[src/rtl/ctl_pkg.sv]
package ctl_pkg;
  localparam int OP_W  = 5;
  localparam int N_OP  = 1 << OP_W;
  localparam int B1_W  = 4;
  localparam int B2_W  = 4;
  localparam int B3_W  = 5;
  localparam int ALU_W = 9;
  localparam int SH_W  = 3;
  localparam int ST_W  = 2;

  // B1 sources
  localparam int S1_IR = 0, S1_SP = 1, S1_MAR = 2, S1_R = 3;
  // B2 sources
  localparam int S2_R = 0, S2_MBR = 1, S2_IOD = 2, S2_ONE = 3;
  // B3 destinations
  localparam int D_R = 0, D_MAR = 1, D_PC = 2, D_SP = 3, D_IOA = 4;
  // ALU functions
  localparam int A_PASS1 = 0, A_PASS2 = 1, A_ADD = 2, A_SUB = 3, A_AND = 4,
                 A_OR = 5, A_XOR = 6, A_NOT = 7, A_SHIFT = 8;

  // opcode values
  localparam int OPC_HLT = 0,  OPC_LDI = 1,  OPC_ANDI = 2, OPC_ADDI = 3;
  localparam int OPC_GET = 8,  OPC_PUT = 9,  OPC_RET = 10;
  localparam int OPC_LDR = 12, OPC_JSR = 14, OPC_BR = 15;
  localparam int OPC_LLS = 16, OPC_LCS = 17, OPC_RLS = 18, OPC_RAS = 19;
  localparam int OPC_NOT = 20, OPC_ADD = 21, OPC_SUB = 22, OPC_AND = 23;
  localparam int OPC_OR  = 24, OPC_XOR = 25;

  typedef enum logic [ST_W-1:0] {
    MJ_FETCH = 2'd0,
    MJ_DEFER = 2'd1,
    MJ_EXEC  = 2'd2,
    MJ_NONE  = 2'd3
  } major_e;

  typedef struct packed {
    logic [B1_W-1:0]  b1;
    logic [B2_W-1:0]  b2;
    logic [B3_W-1:0]  b3;
    logic [ALU_W-1:0] alu;
    logic [SH_W-1:0]  sh;
    logic             rd;
    logic             wr;
    logic             run_clr;
  } ctl_t;

  localparam ctl_t CTL_IDLE = '0;

  // OR-merge of two partial control bundles
  function automatic ctl_t ctl_merge(ctl_t a, ctl_t b);
    return ctl_t'(a | b);
  endfunction

  // shift code: {left, arithmetic, circular}
  function automatic logic [SH_W-1:0] shift_code(logic lls, logic lcs,
                                                 logic rls, logic ras);
    logic unused_rls;
    unused_rls = rls;
    return {lls | lcs, ras, lcs};
  endfunction

  // the three opcode bits that key the shared Fetch T3 groups
  function automatic logic mem_group(logic [2:0] hi);
    return (hi == 3'b011);
  endfunction
endpackage

[src/rtl/ctl_opdec.sv]
module ctl_opdec #(
  parameter int OP_W = ctl_pkg::OP_W,
  localparam int N   = 1 << OP_W
) (
  input  logic [OP_W-1:0] op,
  output logic [N-1:0]    line
);
  for (genvar i = 0; i < N; i++) begin : g_line
    assign line[i] = (op == OP_W'(i));
  end
endmodule

[src/rtl/ctl_fetch_tree.sv]
module ctl_fetch_tree
  import ctl_pkg::*;
(
  input  logic       en,
  input  logic [2:0] hi,      // IR31, IR30, IR29
  input  logic       i_hlt, i_ldi, i_andi, i_addi,
  input  logic       i_lls, i_lcs, i_rls, i_ras,
  input  logic       i_not, i_add, i_sub, i_and, i_or, i_xor,
  output ctl_t       c
);
  logic mem_grp, shift_grp, reg3_grp, load_r;

  assign mem_grp   = mem_group(hi);
  assign shift_grp = i_lls | i_lcs | i_rls | i_ras;
  assign reg3_grp  = i_add | i_sub | i_and | i_or | i_xor;
  assign load_r    = i_ldi | i_andi | i_addi | shift_grp | i_not | reg3_grp;

  always_comb begin
    c = CTL_IDLE;
    if (en) begin
      c.b2[S2_R]     = 1'b1;
      c.b1[S1_IR]    = ~hi[2];
      c.b1[S1_R]     = reg3_grp;
      c.b3[D_MAR]    = mem_grp;
      c.b3[D_R]      = load_r;
      c.alu[A_PASS1] = i_ldi;
      c.alu[A_ADD]   = mem_grp | i_addi | i_add;
      c.alu[A_AND]   = i_andi | i_and;
      c.alu[A_SUB]   = i_sub;
      c.alu[A_OR]    = i_or;
      c.alu[A_XOR]   = i_xor;
      c.alu[A_NOT]   = i_not;
      c.alu[A_SHIFT] = shift_grp;
      c.sh           = shift_grp ? shift_code(i_lls, i_lcs, i_rls, i_ras) : '0;
      c.run_clr      = i_hlt;
    end
  end

  always_comb begin
    if (en && !hi[2])
      assert_fetch_ir_b1_R3: assert (c.b1 == (B1_W'(1) << S1_IR))
        else $error("IR31=0 group must drive only IR on B1");
  end
endmodule

[src/rtl/ctl_defer_tree.sv]
module ctl_defer_tree
  import ctl_pkg::*;
(
  input  logic            en,
  input  logic [ST_W-1:0] minor,
  output ctl_t            c
);
  logic step_read, step_xfer;

  assign step_read = en && (minor == 2'd0);
  assign step_xfer = en && (minor == 2'd2);

  always_comb begin
    c = CTL_IDLE;
    c.rd           = step_read;
    c.b2[S2_MBR]   = step_xfer;
    c.alu[A_PASS2] = step_xfer;
    c.b3[D_MAR]    = step_xfer;
  end

  always_comb begin
    if (en && minor[0])
      assert_defer_wait_R2: assert (c == CTL_IDLE)
        else $error("defer wait step asserted a line");
  end
endmodule

[src/rtl/ctl_exec_tree.sv]
module ctl_exec_tree
  import ctl_pkg::*;
(
  input  logic en_t2,
  input  logic en_t3,
  input  logic i_get, i_put, i_ldr, i_jsr, i_ret, i_br,
  output ctl_t c
);
  logic get2, put2, ldr2, jsr2, ret3, jsr3, br3;

  assign get2 = en_t2 & i_get;
  assign put2 = en_t2 & i_put;
  assign ldr2 = en_t2 & i_ldr;
  assign jsr2 = en_t2 & i_jsr;
  assign ret3 = en_t3 & i_ret;
  assign jsr3 = en_t3 & i_jsr;
  assign br3  = en_t3 & i_br;

  always_comb begin
    c = CTL_IDLE;
    c.b1[S1_IR]    = put2;
    c.b1[S1_SP]    = jsr2 | jsr3;
    c.b1[S1_MAR]   = br3;
    c.b2[S2_IOD]   = get2;
    c.b2[S2_MBR]   = ldr2 | ret3;
    c.b2[S2_ONE]   = jsr3;
    c.alu[A_PASS1] = put2 | jsr2 | br3;
    c.alu[A_PASS2] = get2 | ldr2 | ret3;
    c.alu[A_ADD]   = jsr3;
    c.b3[D_R]      = get2 | ldr2;
    c.b3[D_IOA]    = put2;
    c.b3[D_MAR]    = jsr2;
    c.b3[D_PC]     = ret3 | br3;
    c.b3[D_SP]     = jsr3;
    c.wr           = jsr2;
  end

  always_comb begin
    assert_exec_steps_R8: assert (!(en_t2 && en_t3))
      else $error("execute T2 and T3 both enabled");
    if (c.wr)
      assert_exec_write_R8: assert (c.b3[D_MAR] && c.b1[S1_SP])
        else $error("write without SP-to-MAR transfer");
  end
endmodule

[src/rtl/ctl_siggen.sv]
module ctl_siggen
  import ctl_pkg::*;
(
  input  logic [OP_W-1:0]  ir_op,
  input  logic [ST_W-1:0]  major,
  input  logic [ST_W-1:0]  minor,
  output logic [B1_W-1:0]  b1_sel,
  output logic [B2_W-1:0]  b2_sel,
  output logic [B3_W-1:0]  b3_load,
  output logic [ALU_W-1:0] alu_op,
  output logic [SH_W-1:0]  shift_ctl,
  output logic             mem_read,
  output logic             mem_write,
  output logic             run_clear
);
  logic [N_OP-1:0] dec_line;
  logic st_fetch_t3, st_defer, st_exec_t2, st_exec_t3, st_covered;
  ctl_t c_fetch, c_defer, c_exec, c_all;

  assign st_fetch_t3 = (major_e'(major) == MJ_FETCH) && (minor == 2'd3);
  assign st_defer    = (major_e'(major) == MJ_DEFER);
  assign st_exec_t2  = (major_e'(major) == MJ_EXEC)  && (minor == 2'd2);
  assign st_exec_t3  = (major_e'(major) == MJ_EXEC)  && (minor == 2'd3);
  assign st_covered  = st_fetch_t3 | st_defer | st_exec_t2 | st_exec_t3;

  ctl_opdec #(.OP_W(OP_W)) u_dec (.op(ir_op), .line(dec_line));

  ctl_fetch_tree u_fetch (
    .en(st_fetch_t3), .hi(ir_op[OP_W-1 -: 3]),
    .i_hlt(dec_line[OPC_HLT]), .i_ldi(dec_line[OPC_LDI]),
    .i_andi(dec_line[OPC_ANDI]), .i_addi(dec_line[OPC_ADDI]),
    .i_lls(dec_line[OPC_LLS]), .i_lcs(dec_line[OPC_LCS]),
    .i_rls(dec_line[OPC_RLS]), .i_ras(dec_line[OPC_RAS]),
    .i_not(dec_line[OPC_NOT]), .i_add(dec_line[OPC_ADD]),
    .i_sub(dec_line[OPC_SUB]), .i_and(dec_line[OPC_AND]),
    .i_or(dec_line[OPC_OR]), .i_xor(dec_line[OPC_XOR]),
    .c(c_fetch)
  );

  ctl_defer_tree u_defer (.en(st_defer), .minor(minor), .c(c_defer));

  ctl_exec_tree u_exec (
    .en_t2(st_exec_t2), .en_t3(st_exec_t3),
    .i_get(dec_line[OPC_GET]), .i_put(dec_line[OPC_PUT]),
    .i_ldr(dec_line[OPC_LDR]), .i_jsr(dec_line[OPC_JSR]),
    .i_ret(dec_line[OPC_RET]), .i_br(dec_line[OPC_BR]),
    .c(c_exec)
  );

  assign c_all = ctl_merge(ctl_merge(c_fetch, c_defer), c_exec);

  assign b1_sel    = c_all.b1;
  assign b2_sel    = c_all.b2;
  assign b3_load   = c_all.b3;
  assign alu_op    = c_all.alu;
  assign shift_ctl = c_all.sh;
  assign mem_read  = c_all.rd;
  assign mem_write = c_all.wr;
  assign run_clear = c_all.run_clr;

  always_comb begin
    assert_dec_onehot_R10: assert ($onehot(dec_line))
      else $error("opcode decode not one-hot");
    assert_b1_single_R11: assert ($onehot0(b1_sel))
      else $error("two sources on B1");
    assert_b2_single_R11: assert ($onehot0(b2_sel))
      else $error("two sources on B2");
    assert_alu_single_R11: assert ($onehot0(alu_op))
      else $error("two ALU functions");
    assert_rw_excl_R11: assert (!(mem_read && mem_write))
      else $error("read and write together");
    if (!st_covered)
      assert_idle_quiet_R1: assert (c_all == CTL_IDLE)
        else $error("output active outside covered states");
    if (shift_ctl != '0)
      assert_shift_code_R7: assert (alu_op[A_SHIFT])
        else $error("shift code without shift function");
  end
endmodule

[config.mk]
export PLATFORM = sky130hd
export DESIGN_NAME = ctl_siggen
export DESIGN_NICKNAME = d
export VERILOG_FILES = /design/src/rtl/ctl_pkg.sv /design/src/rtl/ctl_opdec.sv /design/src/rtl/ctl_fetch_tree.sv /design/src/rtl/ctl_defer_tree.sv /design/src/rtl/ctl_exec_tree.sv /design/src/rtl/ctl_siggen.sv
export SDC_FILE = /design/constraint.sdc
export NUM_CORES = 1
export LEC_CHECK = 0
export BUFFER_PORTS_ARGS = -buffer_cell sky130_fd_sc_hd__buf_2
export CORE_MARGIN = 4
export CORE_UTILIZATION = 55
export DETAILED_ROUTE_END_ITERATION = 16
export GPL_TIMING_DRIVEN = 1
export PLACE_DENSITY = 0.85
export SETUP_SLACK_MARGIN = 0.05
export SYNTH_ARGS = -nofsm -noshare
export SYNTH_HDL_FRONTEND = slang
export SYNTH_HIERARCHICAL = 1
export SYNTH_SLANG_ARGS = --single-unit
[constraint.sdc]
create_clock -name vclk -period 2.2
set_input_delay 0.11 -clock vclk [all_inputs]
set_output_delay 0.11 -clock vclk [all_outputs]
set_load 0.02 [all_outputs]
==> results by group <==
Placed design
  – Place WS: 0.0971 ns
  – GP Congestion: 0.892
  – Dpl hpwl: 1.58 mm
  – Placed cells: 212
  – PortBufs: 37
  – Area of placed instances: 1030 um^2

Route
  – Detailed-route via count: 904
  – Routed wire per std cell: 8.82 um
  – ANT nets after route: 0
  – Vias per cell: 4.26
  – DRC errors left: 0
  – Starting DRT DRC Count: 12
  – DRT Pass-1 Iters: 4
  – Routed WL: 1.87 mm

Synthesis
  – Mean Syn Cell Area: 6.69 um^2
  – Synthesized area: 1130 um^2
  – Post-synthesis cell count: 169
  – Yosys warns: 6

Job
  – Max-cap violations: 0

Timing
  – Hold_ws: 0.732 ns
  – Setup TNS: 0 ns
  – Tmin final: 2.10 ns
  – Fmax: 475 MHz
  – Final setup fails: 0
  – Final period utilization: 0.956
  – Slew Viols, Final: 0
  – Final WS setup: 0.0967 ns
  – Final Hold Viols: 0
  – RSZ-0062 raised after global routing: false

Run status
  – Status: finished clean

Cells and area
  – CLK BUF: 0
  – Area delta synth->final: -6.75%
  – Fin cells: 212
  – N_diodes: 0
  – FF+latch area: 0 um^2
  – Num sequential: 0
  – Share of cells above drive strength 1: 0.276
  – Final #Nets: 196
  – Cell area after layout: 1050 um^2
  – Filler Cell Count: 232

Critical path
  – Crit path kind: primary input to output pin
  – CP Capture Type: output pin
  – Crit path DAT: 1.99 ns
  – Crit path required time: 2.09 ns
  – Crit-path max cell delay: 0.51 ns
  – Setup crit start kind: primary input
  – Top delay family on crit path: simple AND/OR/NAND/NOR gates
  – Max Fanout on Critical Path: 8
  – Buf/Inv on CP: 2
  – Start point of the critical path: ir_op[1]
  – CP Cell Sequence: buf_2 > or3b_4 > nor2_1 > or4_1 > o41a_1 > or3_4 > buf_6
  – CP max-delay cell: or4_1

Power and ir drop
  – Cell leakage power: 0.000549 uW
  – Power Internal: 58.0 uW
  – Share of power burned in registers: 0
  – Switching power share of the total: 0.602
  – Combinational Power Share: 1.000
  – Clock power frac: 0
  – Worst VDD drop: 0.0603 mV
  – P per Cell Area: 138 nW/um^2
  – Sw Pwr: 87.8 uW

Min path
  – Min-Delay Path Class: primary input to output pin
  – Hold Crit Start: minor[0]

Global routing
  – Met2 usage: 0.224
  – Met3 Use GR: 0.00845
  – Initial antenna violation count: 0
  – GR peak layer: met2
  – Vias in the first global route: 691
  – Largest net degree at the start of global routing: 17
  – GRT overflow: 0
  – GR Util met1: 0.177
  – GRT Overall Usage: 0.127
  – Global-route wire length before repair: 2.90 mm

CTS
  – Hold_buf cts: 0

Floorplan
  – Die width: 53.4 um
  – Die Ht: 53.4 um
  – Initial Utilization: 0.577
  – Core region area: 1960 um^2
  – Die ar.: 2850 um^2
  – Io pins: 37
  – FP Rows: 16
==> per-stage QoR <==
step / total power (uW) / utilization
detailed placement: 140 / 0.527
global route: 162 / 0.538
CTS: 140 / 0.527
finish: 146 / 0.538
floorplan: 159 / -
global placement: 138 / 0.527
==> what timing repair did <==
action | in CTS | in global routing
resized for setup | 0 | 6
setup endpoints to repair | 0 | 1
setup buffers | 0 | 0
==> area by class of cell <==
type	count	area [um^2]	share of cell area
multi-input combinational	148	830	0.786
tap	27	33.8	0.0320
timing repair buffer	37	191	0.181
==> power groups by stage <==
stage	Combinational, uW	Clock (uW)	Sequential [uW]
2_1_floorplan	159	0	0
3_3_place_gp	138	0	0
3_5_place_dp	140	0	0
4_1_cts	140	0	0
5_1_grt	162	0	0
6_report	146	0	0
==> path summary, 6_finish.rpt <==
path / slack, ns / to / depth (start not counted)
setup / recovery: 0.1 / b3_load[0] / 7
hold / removal: 0.73 / mem_read / 4
==> layout by cell type, fill, tap and decap left out, types with 2 or more instances in the layout <==
cell type / count
or3b_4: 3
nor2_1: 20
and4bb_2: 2
nand2b_1: 3
o21a_1: 6
or3_1: 28
buf_2: 36
and2_2: 3
and3b_1: 2
nand3b_1: 3
conb_1: 48
and2_1: 11
nor2b_1: 2
or4_4: 2
nand2_1: 4
==> layer usage <==
metal | wire [um] | share of wire | vias to the layer above
met2 | 914 | 0.49 | 26
met4 | 0 | 0 | 0
met3 | 124 | 0.066 | 0
met1 | 830 | 0.44 | 390
li1 | - | - | 488
met5 | 0 | 0 | -
Power figures use the tool's default switching activity.
